===== config.mk =====
export PLATFORM = sky130hd
export DESIGN_NAME = irqc_top
export DESIGN_NICKNAME = d
export VERILOG_FILES = /design/src/rtl/irqc_pkg.sv /design/src/rtl/irqc_capture.sv /design/src/rtl/irqc_regfile.sv /design/src/rtl/irqc_prio.sv /design/src/rtl/irqc_top.sv
export SDC_FILE = /design/constraint.sdc
export NUM_CORES = 1
export LEC_CHECK = 0
export ABC_AREA = 1
export BUFFER_PORTS_ARGS = -buffer_cell sky130_fd_sc_hd__buf_4
export CAP_MARGIN = 20
export CORE_MARGIN = 2
export CORE_UTILIZATION = 30
export CTS_CLUSTER_SIZE = 16
export DETAILED_ROUTE_END_ITERATION = 12
export REMOVE_ABC_BUFFERS = 1
export SETUP_SLACK_MARGIN = 0.1
export SLEW_MARGIN = 20
export SYNTH_ARGS = -nofsm -noshare
export SYNTH_HDL_FRONTEND = slang
export SYNTH_SLANG_ARGS = --single-unit

===== constraint.sdc =====
create_clock -name clk -period 2.4 [get_ports clk]
set_clock_uncertainty 0.1 [all_clocks]
set_input_delay 0.24 -clock clk [delete_from_list [all_inputs] [get_ports clk]]
set_output_delay 0.24 -clock clk [all_outputs]
set_load 0.005 [all_outputs]

===== src/rtl/irqc_pkg.sv =====
package irqc_pkg;

    localparam int unsigned MAX_IRQ = 32;
    localparam int unsigned DATA_W  = 32;
    localparam int unsigned SEL_W   = 3;

    typedef enum logic [SEL_W-1:0] {
        SEL_STATUS = 3'd0,
        SEL_PEND   = 3'd1,
        SEL_ENA    = 3'd2,
        SEL_ACK    = 3'd3,
        SEL_SETENA = 3'd4,
        SEL_CLRENA = 3'd5,
        SEL_VEC    = 3'd6,
        SEL_CTRL   = 3'd7
    } reg_sel_e;

    // control word: bit 1 = hardware capture, bit 0 = output enable
    typedef struct packed {
        logic hw_en;
        logic out_en;
    } ctrl_t;

    typedef struct packed {
        logic              wr;
        reg_sel_e          sel;
        logic [DATA_W-1:0] data;
    } wr_cmd_t;

    function automatic ctrl_t ctrl_from_word(input logic [DATA_W-1:0] w);
        ctrl_t c;
        c.hw_en  = w[1];
        c.out_en = w[0];
        return c;
    endfunction

endpackage


===== src/rtl/irqc_capture.sv =====
module irqc_capture
    import irqc_pkg::*;
#(
    parameter int unsigned NUM_IRQ   = 32,
    parameter logic [31:0] EDGE_MASK = 32'h0
) (
    input  logic               clk,
    input  logic               rst,
    input  logic [NUM_IRQ-1:0] pins,
    input  logic               hw_en,
    output logic [NUM_IRQ-1:0] set_mask
);

    logic [NUM_IRQ-1:0] pin_q;

    always_ff @(posedge clk) begin
        if (rst) pin_q <= '0;
        else     pin_q <= pins;
    end

    for (genvar i = 0; i < NUM_IRQ; i++) begin : g_line
        if (EDGE_MASK[i]) begin : g_edge
            assign set_mask[i] = hw_en & pins[i] & ~pin_q[i];
        end else begin : g_level
            assign set_mask[i] = hw_en & pins[i];
        end
    end

endmodule


===== src/rtl/irqc_regfile.sv =====
module irqc_regfile
    import irqc_pkg::*;
#(
    parameter int unsigned NUM_IRQ = 32
) (
    input  logic               clk,
    input  logic               rst,
    input  wr_cmd_t            cmd,
    input  logic [NUM_IRQ-1:0] set_mask,
    output logic [NUM_IRQ-1:0] status_q,
    output logic [NUM_IRQ-1:0] enable_q,
    output ctrl_t              ctrl_q
);

    logic [NUM_IRQ-1:0] status_n;
    logic [NUM_IRQ-1:0] enable_n;
    ctrl_t              ctrl_n;
    logic [NUM_IRQ-1:0] wbits;

    assign wbits = cmd.data[NUM_IRQ-1:0];

    always_comb begin
        status_n = status_q;
        enable_n = enable_q;
        ctrl_n   = ctrl_q;
        if (cmd.wr) begin
            unique case (cmd.sel)
                SEL_STATUS: if (!ctrl_q.hw_en) status_n = wbits;
                SEL_ENA:    enable_n = wbits;
                SEL_ACK:    status_n = status_q & ~wbits;
                SEL_SETENA: enable_n = enable_q | wbits;
                SEL_CLRENA: enable_n = enable_q & ~wbits;
                SEL_CTRL:   ctrl_n   = ctrl_from_word(cmd.data);
                default:    ;
            endcase
        end
        // pin capture is applied after the software update
        status_n = status_n | set_mask;
    end

    always_ff @(posedge clk) begin
        if (rst) begin
            status_q <= '0;
            enable_q <= '0;
            ctrl_q   <= '0;
        end else begin
            status_q <= status_n;
            enable_q <= enable_n;
            ctrl_q   <= ctrl_n;
        end
    end

endmodule


===== src/rtl/irqc_prio.sv =====
module irqc_prio
    import irqc_pkg::*;
#(
    parameter int unsigned NUM_IRQ = 32
) (
    input  logic [NUM_IRQ-1:0] pending,
    output logic [DATA_W-1:0]  vector
);

    always_comb begin
        vector = '1;
        for (int i = NUM_IRQ - 1; i >= 0; i--) begin
            if (pending[i]) vector = DATA_W'(i);
        end
    end

endmodule


===== src/rtl/irqc_top.sv =====
module irqc_top
    import irqc_pkg::*;
#(
    parameter int unsigned NUM_IRQ   = 32,
    parameter int unsigned ADDR_W    = 5,
    parameter logic [31:0] EDGE_MASK = 32'h0
) (
    input  logic               clk,
    input  logic               rst,
    input  logic               req_valid,
    input  logic               req_write,
    input  logic [ADDR_W-1:0]  req_addr,
    input  logic [31:0]        req_wdata,
    output logic               rd_valid,
    output logic [31:0]        rd_data,
    input  logic [NUM_IRQ-1:0] irq_in,
    output logic               irq_out
);

    localparam int unsigned WORD_LSB = 2;
    localparam int unsigned MAP_BITS = WORD_LSB + SEL_W;

    reg_sel_e           sel;
    logic               in_map;
    wr_cmd_t            cmd;
    logic [NUM_IRQ-1:0] set_mask;
    logic [NUM_IRQ-1:0] status_q;
    logic [NUM_IRQ-1:0] enable_q;
    ctrl_t              ctrl_q;
    logic [NUM_IRQ-1:0] pending;
    logic [DATA_W-1:0]  vector;
    logic [DATA_W-1:0]  rd_next;

    assign sel    = reg_sel_e'(req_addr[MAP_BITS-1:WORD_LSB]);
    assign in_map = ((req_addr >> MAP_BITS) == '0);

    assign cmd.wr   = req_valid & req_write & in_map;
    assign cmd.sel  = sel;
    assign cmd.data = req_wdata;

    irqc_capture #(.NUM_IRQ(NUM_IRQ), .EDGE_MASK(EDGE_MASK)) u_capture (
        .clk      (clk),
        .rst      (rst),
        .pins     (irq_in),
        .hw_en    (ctrl_q.hw_en),
        .set_mask (set_mask)
    );

    irqc_regfile #(.NUM_IRQ(NUM_IRQ)) u_regs (
        .clk      (clk),
        .rst      (rst),
        .cmd      (cmd),
        .set_mask (set_mask),
        .status_q (status_q),
        .enable_q (enable_q),
        .ctrl_q   (ctrl_q)
    );

    assign pending = status_q & enable_q;

    irqc_prio #(.NUM_IRQ(NUM_IRQ)) u_prio (
        .pending (pending),
        .vector  (vector)
    );

    assign irq_out = ctrl_q.out_en & (|pending);

    always_comb begin
        rd_next = '0;
        if (in_map) begin
            unique case (sel)
                SEL_STATUS: rd_next[NUM_IRQ-1:0] = status_q;
                SEL_PEND:   rd_next[NUM_IRQ-1:0] = pending;
                SEL_ENA:    rd_next[NUM_IRQ-1:0] = enable_q;
                SEL_VEC:    rd_next = vector;
                SEL_CTRL:   rd_next[1:0] = ctrl_q;
                default:    rd_next = '0;
            endcase
        end
    end

    always_ff @(posedge clk) begin
        if (rst) begin
            rd_valid <= 1'b0;
            rd_data  <= '0;
        end else begin
            rd_valid <= req_valid & ~req_write;
            if (req_valid && !req_write) rd_data <= rd_next;
        end
    end

endmodule


Yosys cells after proc, flatten, opt, wreduce, memory -nomap -nowiden. Index checks and enable logic that the tools add are counted.

Bits in latches: 0. Bits in writable memories: 0. Memories kept: 0. Memory bits (read-only): 0. Output and inout port bits: 34. Flip-flop bits (word level): 99.

Multiply operators: 0. Reduce and logical (&&, ||, !) cells: 7. Equality and inequality tests: 7. Shift operators: 0. Magnitude comparators: 0. $add $sub $neg: 0. Div/mod/pow operators: 0. Mux-type cells: 38. Bitwise gates (word level): 42.

Operators with widths (count): two-way mux 32 bit (34); one-hot mux 30 bit (4 select lines) (1); AND 32 bit (3); one-hot mux 32 bit (3 select lines) (1); bitwise OR 32 bit (2); one-hot mux 32 bit (2 select lines) (1); AND 1 bit (35); NOT 32 bit (1); OR reduction 32 bit (1); == test 3 bit (second input constant) (4); one-hot mux 2 bit (5 select lines) (1); == test 3 x 2 -> 1 bit (second input constant) (2); AND reduction 2 bit (2); == test 3 x 1 -> 1 bit (second input constant) (1); logical NOT 3 bit (1); nonzero test 3 bit (1); logical AND 1 bit (1); logical NOT 1 bit (1); NOT 1 bit (1).

Longest topological paths before layout. Gate-level depths: netlist of the first run.

Depth in word-level cells: 34. Mapped depth: 35.

Hierarchy. A second synthesis of the first run with hierarchy kept.

Cell total of the unflattened synthesis: 1393. Area, all modules: 7584.8 sq um.

By module, submodules not included: irqc_regfile (area each 4281.6 sq um, cells each 745, seq. area each 1321.3 sq um, times used 1); irqc_top (area each 2422.3 sq um, cells each 456, seq. area each 660.6 sq um, times used 1); irqc_prio (area each 606.8 sq um, cells each 125, seq. area each 0.0 sq um, times used 1); irqc_capture (area each 274.0 sq um, cells each 67, seq. area each 0.0 sq um, times used 1).

Least setup slack after synthesis of the first run. OpenSTA, ideal clock, no wires.

Path type: register -> register. Start point: register u_regs.status_q[30]. End point: register rd_data[0]. Arrival time: 1.891 ns. Library setup time: 0.131 ns. Data required time: 2.169 ns. Buffers on the path: 0. Cell stages (with the launch flop): 36. Path slack: 0.279 ns. Cells stage by stage: dfxtp_1 -> nand2_2 -> inv_2 -> nand2_1 -> nand2_1 -> nand2_1 -> nand2_1 -> nand2_1 -> nand2_1 -> nand2_1 -> nand2_1 -> nand2_1 -> nand2_1 -> nand2_1 -> nand2_1 -> nand2_1 -> nand2_1 -> nand2_1 -> nand2_1 -> nand2_1 -> nand2_1 -> nand2_1 -> nand2_1 -> nand2_1 -> nand2_1 -> nand2_1 -> nand2_1 -> nand2_1 -> nand2_1 -> nand2_1 -> nand2_1 -> nand2_1 -> nand2_1 -> nand2_1 -> nand2_1 -> a21oi_2.

Longest elaborated chain between the ends: 33.

Ends and longest elaborated chain: start, declared (line irqc_regfile.sv:10) `output logic [NUM_IRQ-1:0] status_q,`; start signal, assigned (line irqc_regfile.sv:47) `status_q <= status_n;`; AND 32 bit (line irqc_top.sv:59) `assign pending = status_q & enable_q;`; two-way mux 32 bit (31 in a row) (line irqc_prio.sv:13) `if (pending[i]) vector = DATA_W'(i);`; one-hot mux 2 bit (5 select lines) (line irqc_top.sv:71) `unique case (sel)`; end signal, assigned (line irqc_top.sv:88) `if (req_valid && !req_write) rd_data <= rd_next;`; end, declared (line irqc_top.sv:15) `output logic [31:0] rd_data,`.

Every way passes these cells. A chain may end at the register's enable or synchronous reset.

Worst setup path in the final report of the first run.
Start point: register u_regs.enable_q[30]. End point: register rd_data[0].

Longest elaborated chain between the ends: 33.

Ends and longest elaborated chain: start, declared (line irqc_regfile.sv:11) `output logic [NUM_IRQ-1:0] enable_q,`; start signal, assigned (line irqc_regfile.sv:48) `enable_q <= enable_n;`; AND 32 bit (line irqc_top.sv:59); two-way mux 32 bit (31 in a row) (line irqc_prio.sv:13); one-hot mux 2 bit (5 select lines) (line irqc_top.sv:71).

Every way passes these cells.

==> flow_metrics.env, run 1 <==
export IMPL_top_level_ports=107
export IMPL_tritoncts="built"
export IMPL_async_reset_ff_share_pct=0
export IMPL_slowest_stage_delay_cp_ns=0.34
export IMPL_tritoncts_num_buffers=9
export IMPL_tightest_slew_ns=0.930
export IMPL_period_share_pct=96.0
export IMPL_synth_cell_type_count=31
export IMPL_criticalPathCategory="reg2reg"
export IMPL_final_area_um2=7310
export IMPL_max_freq_mhz=434
export IMPL_firstDrtPassIters=8
export IMPL_via_count_of_the_first_global_routing_pass=5729
export IMPL_rsz0062_at_grt="yes"
export IMPL_count_of_flip_flops_with_a_built_in_enable_after_synthesis=0
export IMPL_post_synth_top_count_cell="sky130_fd_sc_hd__nand2_1"
export IMPL_syn_area_per_cell_um2=6.38
export IMPL_yosys_register_bits=99
export IMPL_grt_pass1_wl_um=31800
export IMPL_yosysWarningCount=0
export IMPL_n_antenna_cell=0
export IMPL_critPathCapture="rd_data[0]"
export IMPL_synth_adder_area_share_pct=0
export IMPL_detailroute_via_count=6351
export IMPL_synthesis_instances=893
export IMPL_sequential_area_share_after_synthesis_pct=34.8
export IMPL_globalRouteTotalUtil_pct=20.5
export IMPL_crit_path_frequent_cell="sky130_fd_sc_hd__nand2_1"
export IMPL_place_inst=1215
export IMPL_post_synth_mux_area_share_pct=0
export IMPL_critical_path_endpoint_type="flop"
export IMPL_crit_arrival_ns=2.42
export IMPL_routed_wire_length_per_instance_um=16.7
export IMPL_worstReg2RegStart="u_regs.enable_q[30]"
export IMPL_cts_clk_slew_worst_paths_ns=0.07
export IMPL_setup_viol=0
export IMPL_initial_utilization_pct=30.6
export IMPL_drt_initial_drc_count=585
export IMPL_timing_hold_worst_class="in2reg"
export IMPL_largest_net_degree_at_the_start_of_global_routing=82
export IMPL_post_dp_cell_area_um2=6890
export IMPL_floorplan_die_area_um2=20100
export IMPL_chipWidth_um=142
export IMPL_synth_top_family_by_area="simple AND/OR/NAND/NOR gates"
export IMPL_dieHeight_um=142
export IMPL_start_kind="flop"
export IMPL_h_tree_depth=3
export IMPL_design_core_area_um2=18600
export IMPL_critical_path_startpoint="u_regs.enable_q[30]"
export IMPL_detailedPlacementHpwl_um=14000
export IMPL_totalNegativeSetupSlack_ns=0
export IMPL_power_ir_vdd_worst_uv=352
export IMPL_post_synth_most_frequent_cells="sky130_fd_sc_hd__nand2_1, sky130_fd_sc_hd__dfxtp_1, sky130_fd_sc_hd__a21oi_1, sky130_fd_sc_hd__inv_1, sky130_fd_sc_hd__o21ai_0"
export IMPL_synth_xor_area_share_pct=0
export IMPL_yosys_top_cells_area="sky130_fd_sc_hd__dfxtp_1, sky130_fd_sc_hd__nand2_1, sky130_fd_sc_hd__a21oi_1"
export IMPL_power_leakage_nw=3.18
export IMPL_r2r_setup_slack_ns=0.09
export IMPL_clk_latency_ns=0.37
export IMPL_simple_logic_cell_fraction_of_the_synthesized_area_pct=29.5
export IMPL_timing_final_hold_violations=0
export IMPL_r2r_end="rd_data[0]"
export IMPL_final_critical_path_setup_slack_ns=0.0950
export IMPL_area_growth_synth_to_final_pct=28.3
export IMPL_crit_path_max_fanout=2
export IMPL_cts_hold_buffers=0
export IMPL_slew_viol_final=0
export IMPL_place_congestion=0.871
export IMPL_critical_path_required_ns=2.52
export IMPL_cap_violations=0
export IMPL_maxSlewHeadroom_pct=38.0
export IMPL_timing_reg2reg_worst_path_depth=35
export IMPL_cts_buffer_depth=2
export IMPL_layout_nets=1069
export IMPL_finalWirelength_um=20600
export IMPL_fp_row_count=50
export IMPL_clock_root_buffer="sky130_fd_sc_hd__clkbuf_16"
export IMPL_finalCriticalPeriod_ns=2.31
export IMPL_dpl_worst_slack_ns=0.0447
export IMPL_mappedNetlistArea_um2=5700
export IMPL_final_core_utilization_pct=39.2
export IMPL_synth_top_cell_area_share_pct=34.8
export IMPL_globalRoute_totalOverflow=0
export IMPL_viasPerCell=5.14
export IMPL_ant_nets=0
export IMPL_drcViolationCount=0
export IMPL_share_of_the_synthesized_area_in_compound_gates_ao_oa_aoi_oai_pct=27.5
export IMPL_result_of_the_run="complete, no violations"
export IMPL_cts_sink_count=99
export IMPL_initial_antenna_violation_count=0
export IMPL_hold_worst_slack_ns=0.0356
export IMPL_layoutNonFillerInstCount=1235
export IMPL_primary_flip_flop_cell_chosen_by_synthesis_mapping="sky130_fd_sc_hd__dfxtp_1"
export IMPL_p_per_area_nw_per_um2=539
export IMPL_port_buffer_count=104
export IMPL_layout_drive_gt1_share_pct=21.7
export IMPL_fin_total_pwr_mw=3.94
export IMPL_critPathSlowestCell="sky130_fd_sc_hd__dfxtp_2"
export IMPL_synthDominantAreaCellType="sky130_fd_sc_hd__dfxtp_1"
## worst max-delay path: cells and delay by family, from the launching register on
family | cells | cell delay, ns
compound gates | 1 | 0.05
simple gates | 33 | 1.63
buf+inv | 1 | 0.05
flops | 1 | 0.34
## logic make-up (layout without fill, tap and decap cells)
| group | Yosys count | after routing |
|---|---|---|
| buf+inv | 124 | 232 |
| flops | 99 | 99 |
| compound gates | 252 | 252 |
| simple gates | 418 | 418 |
## layer usage
| layer | up-vias | track usage, % | wire [um] |
|---|---|---|---|
| met4 | 0 | 7.53 | 298 |
| li1 | 3192 | - | - |
| met1 | 2893 | 28.2 | 9370 |
| met3 | 19 | 3.48 | 1550 |
| met5 | - | 0 | 0 |
| met2 | 247 | 32.4 | 9380 |
## cells in the final DEF (no fill, tap or decap), types with 2 or more instances in the layout
cell type	instances
sky130_fd_sc_hd__o31ai_1	4
sky130_fd_sc_hd__a21oi_1	81
sky130_fd_sc_hd__buf_4	144
sky130_fd_sc_hd__o2111ai_1	18
sky130_fd_sc_hd__o22ai_1	6
sky130_fd_sc_hd__nor3_1	2
sky130_fd_sc_hd__o21ai_0	56
sky130_fd_sc_hd__bufinv_16	2
sky130_fd_sc_hd__nand2_4	8
sky130_fd_sc_hd__clkbuf_16	9
sky130_fd_sc_hd__nand2_2	17
sky130_fd_sc_hd__dfxtp_1	88
sky130_fd_sc_hd__o21bai_1	10
sky130_fd_sc_hd__nand3_1	6
sky130_fd_sc_hd__a21oi_2	2
sky130_fd_sc_hd__a221oi_1	7
sky130_fd_sc_hd__nor2_2	6
sky130_fd_sc_hd__a31oi_1	25
sky130_fd_sc_hd__nand2_1	337
sky130_fd_sc_hd__dfxtp_2	11
sky130_fd_sc_hd__a221o_1	10
sky130_fd_sc_hd__nor2_1	40
sky130_fd_sc_hd__buf_12	2
sky130_fd_sc_hd__clkbuf_8	2
sky130_fd_sc_hd__inv_1	61
sky130_fd_sc_hd__o211ai_1	19
sky130_fd_sc_hd__inv_2	8
sky130_fd_sc_hd__o21ai_1	4
sky130_fd_sc_hd__a32o_1	5
## sequential cells by signal (all words and copies together) (netlist names)
| name | count |
|---|---|
| u_regs.enable_q | 32 |
| rd_data | 32 |
| u_regs.status_q | 32 |
| rd_valid | 1 |
| u_regs.ctrl_q | 2 |
## worst min-delay path by stage
stage | from | cells past startpoint | endpoint
floorplan | rst | 1 | rd_data[0]
global placement | rd_data[25] | 2 | rd_data[25]
detailed placement | rd_data[31] | 2 | rd_data[31]
CTS | req_wdata[17] | 3 | u_regs.enable_q[17]
global route | req_wdata[30] | 3 | u_regs.enable_q[30]
finish | req_wdata[15] | 3 | u_regs.enable_q[15]
## what timing repair did
item | 4_1_cts | 5_1_grt
pin swaps | 1 | 4
resized for setup | 4 | 18
buffers inserted | 3 | 1
endpoints found under the hold margin | 0 | 0
setup endpoints to repair | 2 | 3
## power by group
group	switching, mW	leakage, nW	internal (mW)
registers	0.0492	0.808	1.69
logic	0.317	2.21	0.222
clock network	0.689	0.159	0.970
total	1.06	3.18	2.89
## area by class of cell
class,count,area (um2)
Fill cell,2022,11300
Multi-Input combinational cell,670,3310
Sequential cell,99,2000
Timing Repair Buffer,146,1120
Tap cell,234,293
Inverter,70,263
Clock buffer,12,256
Clock inverter,4,72.6
No activity file was read; power rests on OpenSTA's default activity.
==> run 2, diff against run 1 <==
==> constraint.sdc (replaced) <==
create_clock -name clk -period 2.6 [get_ports clk]
set_clock_uncertainty 0.1 [all_clocks]
set_input_delay 0.26 -clock clk [delete_from_list [all_inputs] [get_ports clk]]
set_output_delay 0.26 -clock clk [all_outputs]
set_load 0.005 [all_outputs]
==> flow_metrics.env, run 2 (synthesized netlist as in run 1, its figures left out) <==
export IMPL_result_of_the_run="complete, no violations"
export IMPL_grt_pass1_wl_um=31600
export IMPL_firstDrtPassIters=7
export IMPL_via_count_of_the_first_global_routing_pass=5760
export IMPL_cts_clk_slew_worst_paths_ns=0.07
export IMPL_critical_path_startpoint="u_regs.status_q[30]"
export IMPL_dieHeight_um=142
export IMPL_commonest_cells_after_routing_fill_and_taps_aside="sky130_fd_sc_hd__nand2_1, sky130_fd_sc_hd__buf_4, sky130_fd_sc_hd__dfxtp_1"
export IMPL_top_level_ports=107
export IMPL_slew_viol_final=0
export IMPL_crit_path_frequent_cell="sky130_fd_sc_hd__nand2_1"
export IMPL_setup_viol=0
export IMPL_start_kind="flop"
export IMPL_viasPerCell=5.19
export IMPL_h_tree_depth=3
export IMPL_reg_top3="rd_data x32, u_regs.enable_q x32, u_regs.status_q x32"
export IMPL_crit_arrival_ns=2.52
export IMPL_cap_violations=0
export IMPL_mostFrequentLayoutCell="sky130_fd_sc_hd__nand2_1"
export IMPL_worst_hold_path_endpoint="u_regs.enable_q[29]"
export IMPL_period_share_pct=91.8
export IMPL_area_growth_synth_to_final_pct=25.3
export IMPL_cts_hold_buffers=0
export IMPL_place_congestion=0.862
export IMPL_layoutNonFillerInstCount=1221
export IMPL_cts_buffer_depth=2
export IMPL_p_per_area_nw_per_um2=484
export IMPL_critPathSlowestCell="sky130_fd_sc_hd__dfxtp_4"
export IMPL_timing_final_hold_violations=0
export IMPL_min_from="req_wdata[29]"
export IMPL_chipWidth_um=142
export IMPL_final_area_um2=7140
export IMPL_criticalPathCategory="reg2reg"
export IMPL_power_ir_vdd_worst_uv=330
export IMPL_dpl_worst_slack_ns=0.192
export IMPL_detailedPlacementHpwl_um=13700
export IMPL_hold_worst_slack_ns=0.0588
export IMPL_drt_initial_drc_count=646
export IMPL_port_buffer_count=104
export IMPL_n_antenna_cell=0
export IMPL_global_route_peak_usage_layer="met2"
export IMPL_design_core_area_um2=18600
export IMPL_r2r_end="rd_data[0]"
export IMPL_place_inst=1205
export IMPL_layout_drive_gt1_share_pct=19.1
export IMPL_floorplan_die_area_um2=20100
export IMPL_clk_latency_ns=0.36
export IMPL_globalRoute_totalOverflow=0
export IMPL_cts_sink_count=99
export IMPL_finalWirelength_um=20200
export IMPL_clock_root_buffer="sky130_fd_sc_hd__clkbuf_16"
export IMPL_grt_met2_usage_pct=31.4
export IMPL_finalCriticalPeriod_ns=2.39
export IMPL_tightest_slew_ns=0.665
export IMPL_power_leakage_nw=3.12
export IMPL_initial_antenna_violation_count=0
export IMPL_initial_utilization_pct=30.6
export IMPL_grt_use_met3_pct=2.63
export IMPL_tritoncts_num_buffers=9
export IMPL_final_core_utilization_pct=38.3
export IMPL_timing_reg2reg_worst_path_depth=35
export IMPL_fp_row_count=50
export IMPL_routed_wire_length_per_instance_um=16.6
export IMPL_critical_path_required_ns=2.74
export IMPL_globalRouteTotalUtil_pct=20.2
export IMPL_max_freq_mhz=419
export IMPL_grt_use_met1_pct=29.1
export IMPL_layout_nets=1057
export IMPL_crit_path_max_fanout=5
export IMPL_detailroute_via_count=6340
export IMPL_hold_critical_path_depth=3
export IMPL_slowest_stage_delay_cp_ns=0.38
export IMPL_final_critical_path_setup_slack_ns=0.214
export IMPL_maxSlewHeadroom_pct=55.4
export IMPL_worstReg2RegStart="u_regs.status_q[30]"
export IMPL_rsz0062_at_grt="yes"
export IMPL_tritoncts="built"
export IMPL_largest_net_degree_at_the_start_of_global_routing=46
export IMPL_drcViolationCount=0
export IMPL_ant_nets=0
export IMPL_post_dp_cell_area_um2=6820
export IMPL_timing_hold_worst_class="in2reg"
export IMPL_r2r_setup_slack_ns=0.21
export IMPL_critical_path_endpoint_type="flop"
[run 2: cell count changes in the layout (fill, tap and decap cells not counted), moves of 3 or more]
cell,before,now
sky130_fd_sc_hd__nor2_2,6,3
sky130_fd_sc_hd__nand2_2,17,13
sky130_fd_sc_hd__dfxtp_2,11,3
sky130_fd_sc_hd__buf_4,144,132
sky130_fd_sc_hd__nor2_1,40,43
sky130_fd_sc_hd__dfxtp_1,88,95
[run 2: what timing repair did]
item                       4_1_cts  5_1_grt
setup endpoints to repair        0        2
resized for setup                0        9
setup buffers                    0        2
[run 2: cell type report]
cell class / count / area (um2)
Clock buffer: 11 / 243
Clock inverter: 3 / 40.0
Fill cell: 2047 / 11500
Inverter: 70 / 263
Multi-Input combinational cell: 670 / 3280
Sequential cell: 99 / 1990
Tap cell: 234 / 293
Timing Repair Buffer: 134 / 1030
[run 2: power breakdown]
group / internal (mW) / switching, mW / total (mW)
clock: 0.759 / 0.599 / 1.36
sequential: 1.56 / 0.0468 / 1.61
combinational: 0.197 / 0.289 / 0.486
total: 2.52 / 0.935 / 3.45
[run 2: stage by stage]
stage | TNS [ns] | power, mW
3_3_place_gp | 0 | 2.12
6_report | 0 | 3.45
5_1_grt | -0.107 | 3.59
4_1_cts | 0 | 3.48
2_1_floorplan | -27.87 | 1.85
3_5_place_dp | 0 | 2.12
[run 2: how the worst max path moves through the flow]
stage | to | slack [ns] | depth (start not counted)
2_1_floorplan | u_regs.enable_q[0] | -0.80 | 8
3_3_place_gp | rd_data[0] | 0.20 | 35
3_5_place_dp | rd_data[0] | 0.19 | 35
4_1_cts | irq_out | 0.16 | 8
5_1_grt | rd_data[0] | -0.11 | 35
6_report | rd_data[0] | 0.21 | 35
[run 2: critical path: cells and delay by family (launching register included)]
| kind | cells | cell delay (ns) |
|---|---|---|
| and+or+nand+nor | 33 | 1.68 |
| AOI/OAI and AO/OA | 1 | 0.05 |
| buffers and inverters | 1 | 0.05 |
| DFF | 1 | 0.38 |
[run 2: per-layer routing]
| layer | up-vias | routed length [um] |
|---|---|---|
| met5 | - | 0 |
| met4 | 0 | 314 |
| met3 | 19 | 1360 |
| met2 | 240 | 9040 |
| met1 | 2914 | 9530 |
| li1 | 3167 | - |
==> run 3, diff against run 2 <==
--- a/config.mk
+++ b/config.mk
@@ -12,6 +12,8 @@
 export CORE_UTILIZATION = 30
 export CTS_CLUSTER_SIZE = 16
 export DETAILED_ROUTE_END_ITERATION = 12
+export GPL_TIMING_DRIVEN = 0
+export RECOVER_POWER = 100
 export REMOVE_ABC_BUFFERS = 1
 export SETUP_SLACK_MARGIN = 0.1
 export SLEW_MARGIN = 20
==> flow_metrics.env, run 3 (synthesized netlist as in run 1, its figures left out) <==
export IMPL_result_of_the_run="finished, violations left"
export IMPL_failed_checks="setup timing"
export IMPL_totalNegativeSetupSlack_ns=-0.139
export IMPL_final_critical_path_setup_slack_ns=-0.0182
export IMPL_globalRoute_totalOverflow=0
export IMPL_initial_antenna_violation_count=0
export IMPL_cellInternalPower_mw=2.56
export IMPL_layoutNonFillerInstCount=1207
export IMPL_hold_critical_path_depth=3
export IMPL_power_switching_fraction_pct=27.0
export IMPL_grt_pass1_wl_um=31900
export IMPL_viasPerCell=5.18
export IMPL_tritoncts="built"
export IMPL_clock_root_buffer="sky130_fd_sc_hd__clkbuf_16"
export IMPL_crit_path_max_fanout=34
export IMPL_start_kind="input port"
export IMPL_detailroute_via_count=6250
export IMPL_crit_arrival_ns=2.80
export IMPL_tritoncts_num_buffers=9
export IMPL_fin_total_pwr_mw=3.50
export IMPL_firstDrtPassIters=5
export IMPL_cts_clk_slew_worst_paths_ns=0.07
export IMPL_via_count_of_the_first_global_routing_pass=5831
export IMPL_mostFrequentLayoutCell="sky130_fd_sc_hd__nand2_1"
export IMPL_dieHeight_um=142
export IMPL_place_congestion=0.829
export IMPL_routed_wire_length_per_instance_um=16.9
export IMPL_n_antenna_cell=0
export IMPL_post_dp_cell_area_um2=6810
export IMPL_drcViolationCount=0
export IMPL_seqPwrFrac_pct=46.0
export IMPL_timing_final_hold_violations=0
export IMPL_period_share_pct=101
export IMPL_reg_top3="rd_data x32, u_regs.enable_q x32, u_regs.status_q x32"
export IMPL_power_ir_vdd_worst_uv=289
export IMPL_power_switching_uw=945
export IMPL_slew_viol_final=0
export IMPL_place_inst=1184
export IMPL_layout_drive_gt1_share_pct=18.7
export IMPL_pwr_share_comb_pct=14.0
export IMPL_cap_violations=0
export IMPL_power_leakage_nw=3.06
export IMPL_h_tree_depth=3
export IMPL_critical_path_required_ns=2.78
export IMPL_ant_nets=0
export IMPL_final_core_utilization_pct=38.8
export IMPL_p_per_area_nw_per_um2=485
export IMPL_largest_net_degree_at_the_start_of_global_routing=83
export IMPL_top_level_ports=107
export IMPL_setup_viol=16
export IMPL_criticalPathCategory="in2reg"
export IMPL_detailedPlacementHpwl_um=13100
export IMPL_fp_row_count=50
export IMPL_chipWidth_um=142
export IMPL_finalWirelength_um=20400
export IMPL_design_core_area_um2=18600
export IMPL_hold_worst_slack_ns=0.0624
export IMPL_rsz0062_at_grt="yes"
export IMPL_tightest_slew_ns=0.950
export IMPL_initial_utilization_pct=30.6
export IMPL_maxSlewHeadroom_pct=36.7
export IMPL_area_growth_synth_to_final_pct=26.8
export IMPL_cts_sink_count=99
export IMPL_clk_latency_ns=0.36
export IMPL_timing_hold_worst_class="in2reg"
export IMPL_dpl_worst_slack_ns=-0.611
export IMPL_timing_reg2reg_worst_path_depth=35
export IMPL_globalRouteTotalUtil_pct=20.4
export IMPL_floorplan_die_area_um2=20100
export IMPL_cts_hold_buffers=0
export IMPL_clock_power_share_pct=40.0
export IMPL_layout_nets=1042
export IMPL_cts_buffer_depth=2
export IMPL_max_freq_mhz=382
export IMPL_finalCriticalPeriod_ns=2.62
export IMPL_critical_path_endpoint_type="flop"
export IMPL_drt_initial_drc_count=481
export IMPL_final_area_um2=7230
export IMPL_commonest_cells_after_routing_fill_and_taps_aside="sky130_fd_sc_hd__nand2_1, sky130_fd_sc_hd__dfxtp_1, sky130_fd_sc_hd__a21oi_1"
export IMPL_port_buffer_count=104
[run 3: changes by cell type in the layout (fill, tap and decap cells not counted), sizes merged]
cell	change
buf	-49
clkbuf	+36
inv	-1
[run 3: final cells by class]
class,count,area (um2)
Tap cell,234,293
Clock buffer,13,260
Fill cell,2024,11400
Multi-Input combinational cell,670,3340
Clock inverter,2,35.0
Sequential cell,99,1990
Timing Repair Buffer,119,1030
Inverter,70,269
[run 3: final timing paths]
path | from | end | slack (ns)
setup / recovery | req_addr[4] | u_regs.enable_q[4] | -0.02
hold / removal | req_wdata[26] | u_regs.enable_q[26] | 0.06
setup reg to reg | u_regs.status_q[30] | rd_data[0] | 0.13
hold reg to reg | rd_data[26] | rd_data[26] | 0.36
[run 3: repair_timing]
item / in CTS / in global routing
setup endpoints to repair: 61 / 34
setup buffers: 3 / 5
gates resized for setup: 6 / 14
hold endpoints to repair: 0 / 0
pin swaps: 1 / 2
[run 3: critical path, cell delays in order]
cell	delay, ns
sky130_fd_sc_hd__clkbuf_2	0.19
sky130_fd_sc_hd__inv_1	0.09
sky130_fd_sc_hd__nor2_1	0.12
sky130_fd_sc_hd__inv_2	0.28
sky130_fd_sc_hd__a21oi_1	0.51
sky130_fd_sc_hd__buf_16	0.22
sky130_fd_sc_hd__o21a_1	0.67
sky130_fd_sc_hd__buf_16	0.25
sky130_fd_sc_hd__nand2_1	0.07
sky130_fd_sc_hd__a21oi_1	0.12
[run 3: power groups by stage]
stage | clock network, mW | logic, mW | registers (mW)
finish | 1.40 | 0.490 | 1.61
detailed placement | 0 | 0.479 | 1.64
global route | 1.49 | 0.542 | 1.62
global placement | 0 | 0.444 | 1.65
CTS | 1.43 | 0.486 | 1.61
floorplan | 0 | 0.214 | 1.64
[run 3: layer usage]
metal	track usage, %	wire [um]	up-vias
met1	27.7	9490	2897
met2	32.9	9450	192
met4	5.58	211	0
met3	4.18	1220	16
met5	0	0	-
li1	-	-	3145
